<file path="config.mk">
export PLATFORM = sky130hd
export DESIGN_NAME = dll_switch_seq
export DESIGN_NICKNAME = d
export VERILOG_FILES = /design/src/rtl/dllsw_pkg.sv /design/src/rtl/dllsw_timer.sv /design/src/rtl/dllsw_cmd_gen.sv /design/src/rtl/dllsw_ctrl.sv /design/src/rtl/dll_switch_seq.sv
export SDC_FILE = /design/constraint.sdc
export NUM_CORES = 1
export LEC_CHECK = 0
export CAP_MARGIN = 40
export CELL_PAD_IN_SITES_DETAIL_PLACEMENT = 1
export CELL_PAD_IN_SITES_GLOBAL_PLACEMENT = 2
export CORE_MARGIN = 10
export CORE_UTILIZATION = 40
export CTS_BUF_LIST = sky130_fd_sc_hd__clkbuf_4
export CTS_CLUSTER_SIZE = 28
export DETAILED_ROUTE_END_ITERATION = 10
export DONT_BUFFER_PORTS = 1
export GPL_TIMING_DRIVEN = 0
export PLACE_DENSITY = 0.95
export SYNTH_ARGS = -nofsm -noshare
export SYNTH_HDL_FRONTEND = slang
export SYNTH_SLANG_ARGS = --single-unit
</file>
<file path="constraint.sdc">
create_clock -name clk_i -period 5.6 [get_ports clk_i]
set_clock_uncertainty 0.2 [all_clocks]
set_input_delay 0.28 -clock clk_i [delete_from_list [all_inputs] [get_ports clk_i]]
set_output_delay 0.28 -clock clk_i [all_outputs]
set_load 0.05 [all_outputs]
</file>
<file path="src/rtl/dllsw_pkg.sv">
package dllsw_pkg;

    typedef enum logic [2:0] {
        CMD_NOP  = 3'd0,
        CMD_MRS  = 3'd1,
        CMD_SRE  = 3'd2,
        CMD_SRX  = 3'd3,
        CMD_ZQCL = 3'd4
    } cmd_e;

    localparam int SEL_W = 2;
    localparam logic [SEL_W-1:0] SEL_MR0 = 2'd0;
    localparam logic [SEL_W-1:0] SEL_MR1 = 2'd1;
    localparam logic [SEL_W-1:0] SEL_MR2 = 2'd2;

    // Each step names the action just issued; the FSM then waits in it.
    typedef enum logic [3:0] {
        STP_IDLE = 4'd0,
        STP_MR1  = 4'd1,
        STP_SRE  = 4'd2,
        STP_FREQ = 4'd3,
        STP_STAB = 4'd4,
        STP_SRX  = 4'd5,
        STP_MR0  = 4'd6,
        STP_MR2  = 4'd7,
        STP_ZQ   = 4'd8
    } step_e;

    // Step order for both directions; STP_IDLE as a successor means finished.
    function automatic step_e seq_next(step_e cur, logic to_off);
        case (cur)
            STP_IDLE: return to_off ? STP_MR1 : STP_SRE;
            STP_MR1:  return to_off ? STP_SRE : STP_MR0;
            STP_SRE:  return STP_FREQ;
            STP_FREQ: return STP_STAB;
            STP_STAB: return STP_SRX;
            STP_SRX:  return to_off ? STP_MR0 : STP_MR1;
            STP_MR0:  return STP_MR2;
            STP_MR2:  return to_off ? STP_IDLE : STP_ZQ;
            default:  return STP_IDLE;
        endcase
    endfunction

endpackage

</file>
<file path="src/rtl/dllsw_timer.sv">
module dllsw_timer #(
    parameter int TIME_W = 10
) (
    input  logic              clk_i,
    input  logic              rst_ni,
    input  logic              load_i,
    input  logic [TIME_W-1:0] len_i,
    output logic              zero_o
);
    logic [TIME_W-1:0] cnt_d, cnt_q;

    // A load of n leaves n-1 so the next step fires n cycles later (n=0 acts as 1).
    always_comb begin
        cnt_d = cnt_q;
        if (load_i) begin
            cnt_d = (len_i == '0) ? '0 : len_i - 1'b1;
        end else if (cnt_q != '0) begin
            cnt_d = cnt_q - 1'b1;
        end
    end

    always_ff @(posedge clk_i or negedge rst_ni) begin
        if (!rst_ni) cnt_q <= '0;
        else         cnt_q <= cnt_d;
    end

    assign zero_o = (cnt_q == '0);
endmodule

</file>
<file path="src/rtl/dllsw_cmd_gen.sv">
module dllsw_cmd_gen
    import dllsw_pkg::*;
#(
    parameter int DATA_W      = 16,
    parameter int TIME_W      = 10,
    parameter int DLL_OFF_BIT = 0,
    parameter int DLL_RST_BIT = 8
) (
    input  step_e             step_i,
    input  logic              to_off_i,
    input  logic [DATA_W-1:0] mr0_val_i,
    input  logic [DATA_W-1:0] mr1_val_i,
    input  logic [DATA_W-1:0] mr2_val_i,
    input  logic [TIME_W-1:0] t_mod_i,
    input  logic [TIME_W-1:0] t_mrd_i,
    input  logic [TIME_W-1:0] t_cksre_i,
    input  logic [TIME_W-1:0] t_ckesr_i,
    input  logic [TIME_W-1:0] t_cksrx_i,
    input  logic [TIME_W-1:0] t_xs_i,
    input  logic [TIME_W-1:0] t_dllk_i,
    input  logic [TIME_W-1:0] t_zqcl_i,
    output cmd_e              cmd_o,
    output logic [SEL_W-1:0]  sel_o,
    output logic [DATA_W-1:0] data_o,
    output logic [TIME_W-1:0] wait_o
);
    function automatic logic [TIME_W-1:0] tmax(logic [TIME_W-1:0] a, logic [TIME_W-1:0] b);
        return (a > b) ? a : b;
    endfunction

    logic [TIME_W-1:0] mrs_gap;
    assign mrs_gap = tmax(t_mod_i, t_mrd_i);

    always_comb begin
        cmd_o  = CMD_NOP;
        sel_o  = '0;
        data_o = '0;
        wait_o = '0;
        case (step_i)
            STP_MR1: begin
                cmd_o  = CMD_MRS;
                sel_o  = SEL_MR1;
                data_o = mr1_val_i;
                data_o[DLL_OFF_BIT] = to_off_i;
                wait_o = to_off_i ? mrs_gap : t_mrd_i;
            end
            STP_MR0: begin
                cmd_o  = CMD_MRS;
                sel_o  = SEL_MR0;
                data_o = mr0_val_i;
                data_o[DLL_RST_BIT] = ~to_off_i;
                wait_o = to_off_i ? mrs_gap : t_mrd_i;
            end
            STP_MR2: begin
                cmd_o  = CMD_MRS;
                sel_o  = SEL_MR2;
                data_o = mr2_val_i;
                wait_o = mrs_gap;
            end
            STP_SRE: begin
                cmd_o  = CMD_SRE;
                wait_o = tmax(t_cksre_i, t_ckesr_i);
            end
            STP_STAB: wait_o = t_cksrx_i;
            STP_SRX: begin
                cmd_o  = CMD_SRX;
                wait_o = t_xs_i;
            end
            STP_ZQ: begin
                cmd_o  = CMD_ZQCL;
                wait_o = tmax(t_zqcl_i, t_dllk_i);
            end
            default: ;
        endcase
    end
endmodule

</file>
<file path="src/rtl/dllsw_ctrl.sv">
module dllsw_ctrl
    import dllsw_pkg::*;
#(
    parameter int DATA_W = 16
) (
    input  logic              clk_i,
    input  logic              rst_ni,
    input  logic              start_i,
    input  logic              to_off_i,
    input  logic              freq_stable_i,
    input  logic              zero_i,
    input  cmd_e              gen_cmd_i,
    input  logic [SEL_W-1:0]  gen_sel_i,
    input  logic [DATA_W-1:0] gen_data_i,
    output step_e             issue_step_o,
    output logic              issue_off_o,
    output logic              load_o,
    output cmd_e              cmd_o,
    output logic [SEL_W-1:0]  sel_o,
    output logic [DATA_W-1:0] data_o,
    output logic              clk_en_o,
    output logic              freq_req_o,
    output logic              done_o
);
    typedef struct packed {
        step_e             step;
        logic              to_off;
        cmd_e              cmd;
        logic [SEL_W-1:0]  sel;
        logic [DATA_W-1:0] data;
        logic              clk_en;
        logic              freq_req;
        logic              done;
    } ctrl_t;

    ctrl_t st_d, st_q;
    logic  adv, drop;

    assign issue_off_o  = (st_q.step == STP_IDLE) ? to_off_i : st_q.to_off;
    assign issue_step_o = seq_next(st_q.step, issue_off_o);

    always_comb begin
        adv  = 1'b0;
        drop = 1'b0;
        case (st_q.step)
            STP_IDLE: adv = start_i;
            STP_FREQ: adv = freq_stable_i;
            STP_STAB: begin
                drop = ~freq_stable_i;
                adv  = zero_i & freq_stable_i;
            end
            default:  adv = zero_i;
        endcase
    end

    always_comb begin
        st_d      = st_q;
        st_d.cmd  = CMD_NOP;
        st_d.sel  = '0;
        st_d.data = '0;
        st_d.done = 1'b0;
        load_o    = 1'b0;
        if (st_q.step == STP_IDLE && start_i) begin
            st_d.to_off = to_off_i;
        end
        if (drop) begin
            st_d.step = STP_FREQ;
        end else if (adv) begin
            if (issue_step_o == STP_IDLE) begin
                st_d.step = STP_IDLE;
                st_d.done = 1'b1;
            end else begin
                st_d.step = issue_step_o;
                st_d.cmd  = gen_cmd_i;
                st_d.sel  = gen_sel_i;
                st_d.data = gen_data_i;
                load_o    = 1'b1;
                if (gen_cmd_i == CMD_SRE) st_d.clk_en = 1'b0;
                if (gen_cmd_i == CMD_SRX) begin
                    st_d.clk_en   = 1'b1;
                    st_d.freq_req = 1'b0;
                end
                if (issue_step_o == STP_FREQ) st_d.freq_req = 1'b1;
            end
        end
    end

    always_ff @(posedge clk_i or negedge rst_ni) begin
        if (!rst_ni) begin
            st_q          <= '0;
            st_q.step     <= STP_IDLE;
            st_q.cmd      <= CMD_NOP;
            st_q.clk_en   <= 1'b1;
        end else begin
            st_q <= st_d;
        end
    end

    assign cmd_o      = st_q.cmd;
    assign sel_o      = st_q.sel;
    assign data_o     = st_q.data;
    assign clk_en_o   = st_q.clk_en;
    assign freq_req_o = st_q.freq_req;
    assign done_o     = st_q.done;
endmodule

</file>
<file path="src/rtl/dll_switch_seq.sv">
module dll_switch_seq
    import dllsw_pkg::*;
#(
    parameter int DATA_W      = 16,
    parameter int TIME_W      = 10,
    parameter int DLL_OFF_BIT = 0,
    parameter int DLL_RST_BIT = 8
) (
    input  logic              clk_i,
    input  logic              rst_ni,
    input  logic              start_i,
    input  logic              to_dll_off_i,
    input  logic [DATA_W-1:0] mr0_val_i,
    input  logic [DATA_W-1:0] mr1_val_i,
    input  logic [DATA_W-1:0] mr2_val_i,
    input  logic [TIME_W-1:0] t_mod_i,
    input  logic [TIME_W-1:0] t_mrd_i,
    input  logic [TIME_W-1:0] t_cksre_i,
    input  logic [TIME_W-1:0] t_ckesr_i,
    input  logic [TIME_W-1:0] t_cksrx_i,
    input  logic [TIME_W-1:0] t_xs_i,
    input  logic [TIME_W-1:0] t_dllk_i,
    input  logic [TIME_W-1:0] t_zqcl_i,
    input  logic              freq_stable_i,
    output logic [2:0]        cmd_o,
    output logic [1:0]        mr_sel_o,
    output logic [DATA_W-1:0] mr_data_o,
    output logic              clk_en_o,
    output logic              term_en_o,
    output logic              freq_req_o,
    output logic              done_o
);
    step_e             issue_step;
    logic              issue_off;
    logic              load;
    logic              zero;
    cmd_e              gen_cmd;
    logic [SEL_W-1:0]  gen_sel;
    logic [DATA_W-1:0] gen_data;
    logic [TIME_W-1:0] gen_wait;
    cmd_e              cmd_q;

    dllsw_cmd_gen #(
        .DATA_W(DATA_W), .TIME_W(TIME_W),
        .DLL_OFF_BIT(DLL_OFF_BIT), .DLL_RST_BIT(DLL_RST_BIT)
    ) i_gen (
        .step_i(issue_step), .to_off_i(issue_off),
        .mr0_val_i(mr0_val_i), .mr1_val_i(mr1_val_i), .mr2_val_i(mr2_val_i),
        .t_mod_i(t_mod_i), .t_mrd_i(t_mrd_i), .t_cksre_i(t_cksre_i),
        .t_ckesr_i(t_ckesr_i), .t_cksrx_i(t_cksrx_i), .t_xs_i(t_xs_i),
        .t_dllk_i(t_dllk_i), .t_zqcl_i(t_zqcl_i),
        .cmd_o(gen_cmd), .sel_o(gen_sel), .data_o(gen_data), .wait_o(gen_wait)
    );

    dllsw_timer #(.TIME_W(TIME_W)) i_timer (
        .clk_i(clk_i), .rst_ni(rst_ni),
        .load_i(load), .len_i(gen_wait), .zero_o(zero)
    );

    dllsw_ctrl #(.DATA_W(DATA_W)) i_ctrl (
        .clk_i(clk_i), .rst_ni(rst_ni),
        .start_i(start_i), .to_off_i(to_dll_off_i),
        .freq_stable_i(freq_stable_i), .zero_i(zero),
        .gen_cmd_i(gen_cmd), .gen_sel_i(gen_sel), .gen_data_i(gen_data),
        .issue_step_o(issue_step), .issue_off_o(issue_off), .load_o(load),
        .cmd_o(cmd_q), .sel_o(mr_sel_o), .data_o(mr_data_o),
        .clk_en_o(clk_en_o), .freq_req_o(freq_req_o), .done_o(done_o)
    );

    assign cmd_o = cmd_q;
    // Termination stays off for the whole procedure.
    assign term_en_o = 1'b0;
endmodule

</file>
**After elaboration in Yosys (flattened, before gate mapping)**

Cells that the tools add are included.

- Register bits after elaboration: 39
- Bits of input ports: 133
- Output and inout bits: 25
- Logic and storage cells: 82

- Add/subtract/negate cells: 2
- $lt $le $gt $ge: 3
- Eq/ne operators: 17
- Multiplexer cells: 32
- Bitwise gates (word level): 5
- Reductions and logical operators: 14

Operator list:

| cell | count |
|---|---|
| 10-bit 2-to-1 mux | 7 |
| 10-bit case mux with 6 select lines | 1 |
| 24-bit 2-to-1 mux | 2 |
| 16-bit case mux with 3 select lines | 1 |
| 4-bit by 3-bit equality test with 1-bit output, second input constant | 8 |
| 4-bit case mux with 8 select lines | 1 |
| 10-bit greater-than comparator | 3 |
| 23-bit 2-to-1 mux | 1 |
| 10-bit zero test | 2 |
| 10-bit by 1-bit subtractor with 10-bit output, second input constant | 2 |
| 4-bit by 2-bit equality test with 1-bit output, second input constant | 4 |
| 4-bit 2-to-1 mux | 4 |
| 3-bit case mux with 4 select lines | 1 |
| 10-bit nonzero test | 1 |
| 4-bit by 1-bit equality test with 1-bit output, second input constant | 2 |
| 4-bit zero test | 2 |
| 1-bit 2-to-1 mux | 8 |
| 4-bit AND reduction | 2 |
| 2-bit nonzero test | 4 |
| 3-bit by 2-bit equality test with 1-bit output, second input constant | 2 |
| 3-bit 2-to-1 mux | 2 |
| 4-bit equality test, second input constant | 1 |
| 2-bit 2-to-1 mux | 2 |
| 1-bit NOT | 4 |
| other kinds (6) | 6 |

**Logic depth before layout (Yosys ltp)**

Gate-level depths: netlist of the first run.

- Word-level depth: 14
- Depth in mapped cells: 15
- Mapped depth without buffers: 14

**By module**

Synthesis of the first run repeated with hierarchy kept, for this count alone.

- Cell total of the unflattened synthesis: 521
- Area total of the unflattened synthesis: 4269.1 µm²

Modules (own cells, without submodules):

| module | instances | cells each | area each (µm²) | seq. area each (µm²) |
|---|---|---|---|---|
| dllsw_cmd_gen | 1 | 298 | 2047.0 | 0.0 |
| dllsw_ctrl | 1 | 133 | 1446.4 | 726.9 |
| dllsw_timer | 1 | 88 | 764.5 | 250.2 |
| dll_switch_seq | 1 | 2 | 11.3 | 0.0 |

**Least setup slack after synthesis of the first run**

OpenSTA, ideal clock, no wires.

- Path kind: input-to-reg
- Start point: input port t_dllk_i[3]
- End point: register i_timer.cnt_q[5]
- Setup time: 0.134 ns
- Data arrival time: 3.052 ns
- Required time: 5.266 ns
- Setup slack: 2.214 ns
- Stages on the path: 15
- Buffers on the path: 1
- Path through: inv_1 > ha_1 > a21o_1 > a21o_1 > a2111oi_2 > nor2_2 > buf_6 > mux2_4 > a221o_1 > nor2_1 > ha_1 > nand3_1 > o21ai_4 > a2bb2oi_2 > a21oi_1

- Longest elaborated chain between the ends: 6
- Elaborated cells between the ends (all ways): 7
- Those cells by class: add/sub (1); order compare (1); mux (4); reduce/logical (1)

Ends and longest elaborated chain:

| element | line | RTL |
|---|---|---|
| start: declaration | dll_switch_seq.sv:22 | `input logic [TIME_W-1:0] t_dllk_i,` |
| 10-bit greater-than comparator | dllsw_cmd_gen.sv:28 | `return (a > b) ? a : b;` |
| 10-bit 2-to-1 mux (*) | dllsw_cmd_gen.sv:28 |  |
| 10-bit case mux with 6 select lines (*) | dllsw_cmd_gen.sv:39 | `case (step_i)` |
| 10-bit by 1-bit subtractor with 10-bit output / 10-bit zero test (equally long branches) | dllsw_timer.sv:16 | `cnt_d = (len_i == '0) ? '0 : len_i - 1'b1;` |
| 10-bit 2-to-1 mux (*) | dllsw_timer.sv:16 |  |
| 10-bit 2-to-1 mux (*) | dllsw_timer.sv:15 | `if (load_i) begin` |
| end signal: assignment | dllsw_timer.sv:24 | `else cnt_q <= cnt_d;` |
| end: declaration | dllsw_timer.sv:10 | `logic [TIME_W-1:0] cnt_d, cnt_q;` |

Every way passes the cells marked *; elsewhere a longest branch is shown, timed or not.
A chain may end at the register's enable or synchronous reset.

==> impl_metrics.env, run 1 <==
export IMPL_status="complete, no violations"
export IMPL_finalWirelength_um=16300
export IMPL_final_setup_viol_count=0
export IMPL_cts_buffer_depth=2
export IMPL_synth_top_cell_area_share_pct=23.5
export IMPL_timing_fmax_mhz=264
export IMPL_viasPerCell=6.30
export IMPL_grt_max_degree=40
export IMPL_critPathRequiredTime_ns=5.68
export IMPL_drt_pass1_iterations=10
export IMPL_synth_edf_count=0
export IMPL_yosys_register_bits=39
export IMPL_endpoint_kind="flip-flop"
export IMPL_htreeDepth=2
export IMPL_ys_types=75
export IMPL_layout_drive_gt1_share_pct=12.8
export IMPL_fin_crit_sh_pct=67.7
export IMPL_cp_max_fo=10
export IMPL_p_int_mw=1.14
export IMPL_grtUsageTotal_pct=21.5
export IMPL_critPathKind="reg2reg"
export IMPL_final_nets=703
export IMPL_grt_overflow_total=0
export IMPL_cp_start_kind="flip-flop"
export IMPL_path_buf_inv=4
export IMPL_cp_slowest_cell="and2b_1"
export IMPL_critPathTopFamily="simple AND/OR/NAND/NOR gates"
export IMPL_clock_latency_ns=0.36
export IMPL_antenna_cells=0
export IMPL_hold_depth=3
export IMPL_hold_path_class="in2reg"
export IMPL_tritoncts="yes"
export IMPL_chipHeight_um=121
export IMPL_switching_share_pct=49.8
export IMPL_globalplace_congestion=0.920
export IMPL_core_area_um2=9820
export IMPL_cts_buffers=5
export IMPL_synth_compound_area_share_pct=26.4
export IMPL_powerDensity_nw_per_um2=482
export IMPL_clk_pin_slew_ns=0.13
export IMPL_fin_crit_ns=3.79
export IMPL_synth_top_family_by_area="compound AO/OA/AOI/OAI gates"
export IMPL_synth_top_flop_cell="dfrtp_1"
export IMPL_seqPwrFrac_pct=20.2
export IMPL_yosys_top_cells_area="dfrtp_1 23%, ha_1 10%, nor2_1 4.4%, a21oi_1 4.1%, buf_4 4.1%"
export IMPL_routed_via_count=4226
export IMPL_postSynthAreaPerCell_um2=8.23
export IMPL_maxCapViolCount=0
export IMPL_synth_largest_area_cell="dfrtp_1"
export IMPL_drc_errors=0
export IMPL_yosys_warnings=0
export IMPL_crit_cells=13
export IMPL_wire_per_inst_um=24.3
export IMPL_slew_viol_final=0
export IMPL_antenna_found_initial=0
export IMPL_syn_nets=658
export IMPL_hold_viol_final=0
export IMPL_dieArea_um2=14600
export IMPL_r2r_slack_ns=1.81
export IMPL_max_slew_margin_pct=44.3
export IMPL_cts_root_buf="clkbuf_4"
export IMPL_synth_seq_area_share_pct=24.1
export IMPL_leakage_nw=2.10
export IMPL_start_util_pct=41.3
export IMPL_drtIter0Drc=322
export IMPL_io_pin_count=158
export IMPL_comb_power_share_pct=69.0
export IMPL_p_sw_mw=1.13
export IMPL_critPathArrivalTime_ns=3.87
export IMPL_first_global_vias=4591
export IMPL_die_x_um=121
export IMPL_synth_adder_area_share_pct=10.2
export IMPL_critical_path_cell_chain="inv_1 -> ha_1 -> nand2_1 -> or4_1 -> or4_1 -> buf_2 -> inv_1 -> a21o_1 -> a31oi_1 -> and2b_1 -> o21ai_2 -> buf_2 -> nor2_1"
export IMPL_place_ws_ns=1.76
export IMPL_cts_resized=0
export IMPL_synth_xor_xnor_area_share_pct=3.46
export IMPL_pwr_share_clk_pct=10.9
export IMPL_fin_ws_ns=1.81
export IMPL_grt_first_pass_wirelength_um=25300
export IMPL_tns_ns=0
export IMPL_worst_pin_slew_ns=0.831
export IMPL_design_area_um2=4700
export IMPL_detail_route_antenna_nets=0
export IMPL_postCtsSetupRepairBufs=0
export IMPL_synthSimpleGateAreaFrac_pct=20.1
export IMPL_synth_commonest_cells="47 x nor2_1, 39 x inv_1, 38 x dfrtp_1"
export IMPL_syn_inst=492
export IMPL_rows=36
export IMPL_crit_path_max_incr_delay_ns=0.47
export IMPL_hpwl_um=12300
export IMPL_place_area_um2=4240
export IMPL_cts_num_sinks=39
export IMPL_port_buffers=0
export IMPL_async_flop_share_pct=100
export IMPL_reg2regPathDepth=13
export IMPL_rsz0062_at_grt="false"
export IMPL_yosysMostFrequentCell="nor2_1"
export IMPL_ir_worst_vdd_mv=0.178
export IMPL_synth_area_um2=4050
export IMPL_syn_to_final_growth_pct=16.0
export IMPL_synthMuxAreaShare_pct=4.76
metrics by stage:
stage	utilization, %	hold WS, ns	power [mW]	std cells
4_1_cts	47.9	0.0127	2.21	671
6_report	47.9	0.0112	2.26	671
2_1_floorplan	-	-0.216	1.54	492
3_3_place_gp	43.0	-0.214	1.80	625
3_5_place_dp	43.1	-0.215	1.87	628
5_1_grt	47.9	0.0281	2.43	671
logic make-up after synthesis:
family / after synthesis
AND/OR/NAND/NOR: 150
buffers and inverters: 89
multiplexers: 18
AO/OA/AOI/OAI: 146
adder cells (fa/ha/maj): 33
flip-flops: 39
XOR/XNOR: 16
other: 1
final timing paths:
kind / from / end
min in group asynchronous: rst_ni / i_ctrl.st_q[27]$_DFFE_PN0P_
hold / removal: freq_stable_i / i_ctrl.st_q[27]$_DFFE_PN0P_
setup / recovery: i_timer.cnt_q[0]$_DFFE_PN0P_ / i_ctrl.data_o[8]$_DFF_PN0_
max in group asynchronous: rst_ni / i_ctrl.clk_en_o$_DFFE_PN1P_
setup reg to reg: i_timer.cnt_q[0]$_DFFE_PN0P_ / i_ctrl.data_o[8]$_DFF_PN0_
hold reg to reg: i_timer.cnt_q[1]$_DFFE_PN0P_ / i_timer.cnt_q[1]$_DFFE_PN0P_
layout make-up:
| class | count | area [um2] |
|---|---|---|
| fill | 1232 | 5120 |
| buffer | 50 | 293 |
| inverter | 39 | 146 |
| multi-input combinational | 364 | 2640 |
| tap | 133 | 166 |
| clock inverter | 2 | 60.1 |
| sequential | 39 | 977 |
| clock buffer | 6 | 45.0 |
| timing repair buffer | 38 | 378 |
worst min-delay path: stages:
cell and delay, ns:
nor2_1 0.05, nand3b_1 0.15, o31ai_1 0.07
cells in the final DEF, fill, tap and decap left out, drive strengths merged, types with 12 or more instances in the layout:
master       netlist  layout
xnor2             12      12
inv               39      39
a222oi            15      15
o21ai             17      17
o22ai             13      13
nand2             31      31
clkbuf            19      25
o31ai             12      12
a21oi             33      33
nor2              49      49
dfrtp             38      38
nand3             17      17
dlygate4sd3        0      34
buf               31      35
ha                33      33
power groups by stage:
stage | Clock (mW) | Combinational, mW | Sequential, mW
6_report | 0.246 | 1.56 | 0.456
5_1_grt | 0.260 | 1.71 | 0.466
4_1_cts | 0.244 | 1.52 | 0.452
3_5_place_dp | 0 | 1.41 | 0.457
3_3_place_gp | 0 | 1.35 | 0.452
2_1_floorplan | 0 | 1.10 | 0.438
routing by layer:
layer	part of all wire, %	track usage, %
met1	38	22.9
met2	53	40.3
met3	6.9	5.58
met4	2.7	6.79
met5	0	0
what timing repair did:
item                                   in CTS  in global routing
setup endpoints to repair                   0                  0
hold buffers                               35                  0
endpoints found under the hold margin      56                  0
sequential cells by signal (all words and copies together), names as in the netlist:
signal	flops
i_ctrl.clk_en_o	1
i_ctrl.cmd_o	3
i_ctrl.data_o	16
i_ctrl.done_o	1
i_ctrl.freq_req_o	1
i_ctrl.sel_o	2
i_ctrl.st_q	5
i_timer.cnt_q	10
No activity file was read; power rests on OpenSTA's default activity.
==> inputs of run 2 (changes only) <==
- ABC_AREA: unset -> 1
- CORE_UTILIZATION: 40 -> 30
- PLACE_DENSITY: 0.95 -> 0.87
- clock period: 5.6 -> 3.3 ns (I/O delays scaled with it)
==> run 2 against run 1 <==
Net effect: via count up 13%; cell area up 16%; global-route usage down 5.6 points; flip-flop and latch count unchanged; worst setup slack worse by 1.7 ns; fmax up 19%; combinational power down 84%; critical path depth up 3; cell count up 45%.
==> impl_metrics.env, run 2 <==
export IMPL_endpoint_kind="flip-flop"
export IMPL_syn_inst=714
export IMPL_ir_worst_vdd_mv=0.118
export IMPL_routed_via_count=4796
export IMPL_cp_start_kind="flip-flop"
export IMPL_drtIter0Drc=152
export IMPL_synth_top_flop_cell="dfrtp_1"
export IMPL_powerDensity_nw_per_um2=182
export IMPL_worst_pin_slew_ns=0.576
export IMPL_chipHeight_um=142
export IMPL_yosysMostFrequentCell="nand2_1"
export IMPL_detail_route_antenna_nets=0
export IMPL_fin_crit_sh_pct=97.0
export IMPL_hold_viol_final=0
export IMPL_crit_path_max_incr_delay_ns=0.57
export IMPL_largest_reg_flops=16
export IMPL_finalPower_mw=0.997
export IMPL_max_slew_margin_pct=61.6
export IMPL_tritoncts="yes"
export IMPL_synth_top_cell_area_share_pct=21.8
export IMPL_slew_viol_final=0
export IMPL_grt_max_degree=40
export IMPL_place_ws_ns=-0.0316
export IMPL_leakage_nw=3.05
export IMPL_path_buf_inv=5
export IMPL_port_buffers=0
export IMPL_antenna_found_initial=3
export IMPL_viasPerCell=4.92
export IMPL_layout_drive_gt1_share_pct=16.4
export IMPL_fin_ws_ns=0.0988
export IMPL_critPathKind="reg2reg"
export IMPL_synth_largest_area_cell="nand2_1"
export IMPL_critPathTopFamily="simple AND/OR/NAND/NOR gates"
export IMPL_mostFrequentLayoutCell="nand2_1"
export IMPL_clock_latency_ns=0.37
export IMPL_final_nets=951
export IMPL_die_x_um=142
export IMPL_critPathArrivalTime_ns=3.30
export IMPL_timing_fmax_mhz=312
export IMPL_fin_crit_ns=3.20
export IMPL_rows=44
export IMPL_grtUsageTotal_pct=15.9
export IMPL_cts_buffers=5
export IMPL_worstSetupStartpoint="i_ctrl.st_q[27]$_DFFE_PN0P_"
export IMPL_grt_overflow_total=0
export IMPL_synth_area_um2=4430
export IMPL_ys_types=44
export IMPL_drc_errors=0
export IMPL_start_util_pct=30.5
export IMPL_rsz0062_at_grt="true"
export IMPL_maxCapViolCount=0
export IMPL_grt_first_pass_wirelength_um=26500
export IMPL_core_area_um2=14500
export IMPL_wire_per_inst_um=17.3
export IMPL_critical_path_cell_chain="nor2_4 -> nand2_2 -> nand2_2 -> nand2_2 -> nand2_2 -> nand2_1 -> nor2_4 -> nand3_2 -> buf_4 -> inv_1 -> buf_4 -> nand2_1 -> nand2_1 -> dlygate4sd3_1 -> nand2_1 -> inv_1"
export IMPL_synth_seq_area_share_pct=22.0
export IMPL_yosys_warnings=0
export IMPL_yosys_register_bits=39
export IMPL_first_global_vias=5231
export IMPL_hpwl_um=13200
export IMPL_cp_max_fo=10
export IMPL_synth_commonest_cells="258 x nand2_1, 97 x inv_1, 64 x nand3_1"
export IMPL_status="complete, no violations"
export IMPL_cp_slowest_cell="dlygate4sd3_1"
export IMPL_clk_pin_slew_ns=0.16
export IMPL_globalplace_congestion=0.864
export IMPL_syn_nets=880
export IMPL_syn_to_final_growth_pct=23.4
export IMPL_r2r_start="i_ctrl.st_q[27]$_DFFE_PN0P_"
export IMPL_async_flop_share_pct=100
export IMPL_htreeDepth=2
export IMPL_yosys_top_cells_area="nand2_1 22%, dfrtp_1 21%, ha_1 9.3%, inv_1 8.2%, nand3_1 7.2%"
export IMPL_drt_pass1_iterations=4
export IMPL_finalWirelength_um=16900
export IMPL_n_fill_cell=1932
export IMPL_cts_root_buf="clkbuf_4"
export IMPL_final_cell_mix="251 x nand2_1, 95 x inv_1, 60 x nand3_1"
export IMPL_cts_buffer_depth=2
export IMPL_dieArea_um2=20000
export IMPL_io_pin_count=158
export IMPL_postSynthAreaPerCell_um2=6.21
export IMPL_hold_path_class="in2async"
export IMPL_synth_edf_count=0
export IMPL_final_setup_viol_count=0
export IMPL_cts_num_sinks=39
export IMPL_critPathRequiredTime_ns=3.40
==> run 2: cell types whose count changed in the layout (fill, tap and decap cells not counted), sizes merged, moves of 7 or more <==
cell	change
nand3	+54
buf	+17
nand2	+234
nor2	+16
o22ai	-12
a222oi	-15
mux2	-7
xnor2	-7
o31ai	-12
mux2i	-11
dlygate4sd3	+11
clkbuf	-14
a21oi	-15
inv	+63
==> run 2: report_power, final <==
| group | total [mW] | internal, mW | switching, mW |
|---|---|---|---|
| logic | 0.242 | 0.0997 | 0.142 |
| registers | 0.482 | 0.479 | 0.00275 |
| clock network | 0.273 | 0.0855 | 0.188 |
| total | 0.997 | 0.664 | 0.333 |
==> run 2: final cells by class <==
class / count / area (um2) / share of cell area (%)
multi-input cells: 532 / 2920 / 53.4
inverters: 104 / 390 / 7.14
flip-flops and latches: 39 / 978 / 17.9
diodes: 4 / 10.0 / 0.183
repair buffers: 65 / 613 / 11.2
clock inverters: 3 / 23.8 / 0.435
clock buffers: 5 / 37.5 / 0.686
well taps: 184 / 230 / 4.21
plain buffers: 38 / 268 / 4.90
==> run 2: what timing repair did <==
item / 4_1_cts / 5_1_grt
hold endpoints to repair: 61 / 0
hold buffers: 46 / 0
pin swaps: 0 / 15
endpoints found under the setup margin: 11 / 21
cloned: 0 / 0
resized for setup: 3 / 39
buffers inserted: 0 / 19
==> run 2: through the flow <==
stage / setup TNS (ns) / cell area [um2] / utilization (%) / std cells / hold WS (ns)
detailed placement: -0.115 / 4660 / 32.1 / 898 / -0.329
CTS: 0 / 5210 / 35.8 / 952 / 0.00232
global placement: 0 / 4660 / 32.1 / 898 / -0.329
floorplan: 0 / 4430 / - / 714 / -0.331
finish: 0 / 5470 / 37.6 / 974 / 0.0649
global route: -0.333 / 5470 / 37.6 / 973 / 0.0657
==> run 2: final timing paths <==
check                                                     to  slack (ns)  depth (start not counted)
worst max-delay path             i_ctrl.data_o[10]$_DFF_PN0_         0.1                         16
worst min-delay path             i_ctrl.st_q[27]$_DFFE_PN0P_        0.06                          2
worst max register to register   i_ctrl.data_o[10]$_DFF_PN0_         0.1                         16
worst min register to register  i_timer.cnt_q[0]$_DFFE_PN0P_        0.34                          2
max in group asynchronous        i_ctrl.clk_en_o$_DFFE_PN1P_        2.59                          2
min in group clk_i                 i_ctrl.sel_o[1]$_DFF_PN0_        0.09                          4
==> run 2: layer usage <==
layer  global-route usage (%)  vias to the layer above  wire (um)
li1                         -                     2378          -
met3                     4.97                       26       1300
met1                     17.0                     2263       6460
met2                     29.3                      129       8730
met4                     4.41                        0        363
met5                        0                        -          0
==> run 2: kinds of logic (layout without fill, tap and decap cells) <==
family / Yosys count / count (layout) / share of synthesized area [%]
AOI/OAI and AO/OA: 69 / 69 / 10.0
buffers and inverters: 143 / 215 / 14.7
other: 1 / 5 / 0.0846
DFF: 39 / 39 / 22.0
adders and majority gates: 33 / 33 / 9.31
and+or+nand+nor: 421 / 421 / 42.3
xor gates and xnor gates: 8 / 8 / 1.58
==> inputs of run 3 (changes only) <==
==> constraint.sdc (replaced) <==
create_clock -name clk_i -period 3.3 [get_ports clk_i]
set_clock_uncertainty 0.2 [all_clocks]
set_input_delay 0 -clock clk_i [delete_from_list [all_inputs] [get_ports clk_i]]
set_output_delay 0 -clock clk_i [all_outputs]
set_load 0.05 [all_outputs]
==> run 3 against run 2 <==
Net effect: worst hold slack lost 0.025 ns; first-iteration DRC count grew 22%; flip-flop and latch count is the same; highest routed layer unchanged; register-to-register slack gained 0.04 ns; count of clock-buffer cells in the layout is the same; clock power is essentially flat; cell area shrank 0.78%; combinational power grew 2%; sequential share of layout area grew 0.14 points.
==> impl_metrics.env, run 3 (synthesis gave the netlist of run 2 again) <==
export IMPL_status="complete, no violations"
export IMPL_critPathKind="reg2reg"
export IMPL_worst_pin_slew_ns=0.569
export IMPL_antenna_found_initial=5
export IMPL_max_slew_margin_pct=62.1
export IMPL_cp_max_fo=10
export IMPL_chipHeight_um=142
export IMPL_ir_worst_vdd_mv=0.108
export IMPL_grtUsageTotal_pct=15.8
export IMPL_final_nets=944
export IMPL_dieArea_um2=20000
export IMPL_slew_viol_final=0
export IMPL_hold_path_class="in2reg"
export IMPL_cp_start_kind="flip-flop"
export IMPL_final_cell_mix="253 x nand2_1, 94 x inv_1, 61 x nand3_1"
export IMPL_fin_crit_ns=3.17
export IMPL_hpwl_um=13200
export IMPL_wl_met2_um=8700
export IMPL_viasPerCell=4.93
export IMPL_hold_slack_ns=0.0401
export IMPL_drtIter0Drc=185
export IMPL_hold_viol_final=0
export IMPL_io_pin_count=158
export IMPL_htreeDepth=2
export IMPL_drc_errors=0
export IMPL_start_util_pct=30.5
export IMPL_powerDensity_nw_per_um2=185
export IMPL_grt_first_pass_wirelength_um=26400
export IMPL_r2r_slack_ns=0.13
export IMPL_grt_max_degree=39
export IMPL_rows=44
export IMPL_final_util_pct=37.3
export IMPL_cts_buffer_depth=2
export IMPL_tritoncts="yes"
export IMPL_die_x_um=142
export IMPL_clk_pin_slew_ns=0.15
export IMPL_highest_layer="met4"
export IMPL_cts_root_buf="clkbuf_4"
export IMPL_critPathRequiredTime_ns=3.38
export IMPL_grt_overflow_total=0
export IMPL_clock_latency_ns=0.36
export IMPL_final_setup_viol_count=0
export IMPL_mostFrequentLayoutCell="nand2_1"
export IMPL_leakage_nw=2.99
export IMPL_wire_per_inst_um=17.3
export IMPL_fin_crit_sh_pct=95.9
export IMPL_maxCapViolCount=0
export IMPL_cts_buffers=5
export IMPL_routed_via_count=4770
export IMPL_syn_to_final_growth_pct=22.4
export IMPL_globalplace_congestion=0.864
export IMPL_wl_met3_um=1230
export IMPL_timing_fmax_mhz=316
export IMPL_drt_pass1_iterations=4
export IMPL_rsz0062_at_grt="true"
export IMPL_port_buffers=0
export IMPL_core_area_um2=14500
export IMPL_detail_route_antenna_nets=0
export IMPL_layout_drive_gt1_share_pct=14.4
export IMPL_critPathArrivalTime_ns=3.24
export IMPL_finalWirelength_um=16800
export IMPL_wl_met1_um=6430
export IMPL_endpoint_kind="flip-flop"
export IMPL_first_global_vias=5238
export IMPL_largest_reg_flops=16
export IMPL_cts_num_sinks=39
run 3: cell types whose count changed in the layout (fill, tap and decap cells not counted), sizes merged:
cell,change
clkinvlp,+1
buf,-14
diode,+1
dlygate4sd3,+6
clkbuf,+1
inv,-1
run 3: worst paths after layout:
check / start / cells past startpoint / endpoint
worst min-delay path: t_mrd_i[2] / 8 / i_timer.cnt_q[2]$_DFFE_PN0P_
worst max-delay path: i_ctrl.st_q[28]$_DFFE_PN0P_ / 19 / i_timer.cnt_q[3]$_DFFE_PN0P_
worst max register to register: i_ctrl.st_q[28]$_DFFE_PN0P_ / 19 / i_timer.cnt_q[3]$_DFFE_PN0P_
worst min register to register: i_timer.cnt_q[0]$_DFFE_PN0P_ / 2 / i_timer.cnt_q[0]$_DFFE_PN0P_
min in group asynchronous: rst_ni / 3 / i_ctrl.clk_en_o$_DFFE_PN1P_
max in group asynchronous: rst_ni / 4 / i_ctrl.data_o[3]$_DFF_PN0_
run 3: area by class of cell:
cell class              instances  area [um2]
flip-flops and latches         39         978
diodes                          5        12.5
plain buffers                  38         268
inverters                     104         394
well taps                     184         230
multi-input cells             532        2890
fillers                      1923        9110
clock buffers                   5        37.5
clock inverters                 3        23.8
repair buffers                 58         588
run 3: metal layers:
metal	global-route usage, %	up-vias
met5	0	-
met4	4.95	0
met3	4.74	27
met2	29.2	128
met1	16.8	2255
li1	-	2360
run 3: report_power, final:
| part | internal [mW] | leakage [nW] | switching [mW] |
|---|---|---|---|
| Combinational | 0.105 | 2.45 | 0.143 |
| Clock | 0.0855 | 0.0279 | 0.186 |
| Sequential | 0.479 | 0.511 | 0.00276 |
| Total | 0.670 | 2.99 | 0.332 |
run 3: stage by stage:
stage	setup TNS, ns	setup slack, ns	cells	cell area, um2	total power, mW
6_report	0	0.134	968	5430	1.00
4_1_cts	0	0.0104	959	5290	1.01
5_1_grt	-0.783	-0.0992	968	5430	1.07
3_3_place_gp	0	0.114	898	4660	0.673
2_1_floorplan	0	0.597	714	4430	0.640
3_5_place_dp	-0.115	-0.0316	898	4660	0.683
run 3: what timing repair did:
action,CTS,global route
gates cloned,0,0
hold endpoints to repair,68,0
setup endpoints to repair,11,21
pin swaps,0,12
setup buffers,0,5
hold buffers,53,0
resized for setup,3,27
run 3: critical path, cell delays in order, from the launching register on:
cell	delay [ns]
dfrtp_1	0.47
inv_1	0.10
nand2_1	0.10
nor2_1	0.28
nand3_1	0.16
nand3_1	0.21
nand2_1	0.13
nor2_4	0.15
buf_8	0.16
o211ai_2	0.10
nand2_2	0.10
nor2_4	0.06
ha_1	0.18
inv_1	0.09
nor2_2	0.05
nand3_2	0.09
nor2_4	0.05
nor2_4	0.18
nand2_1	0.10
a21oi_1	0.12
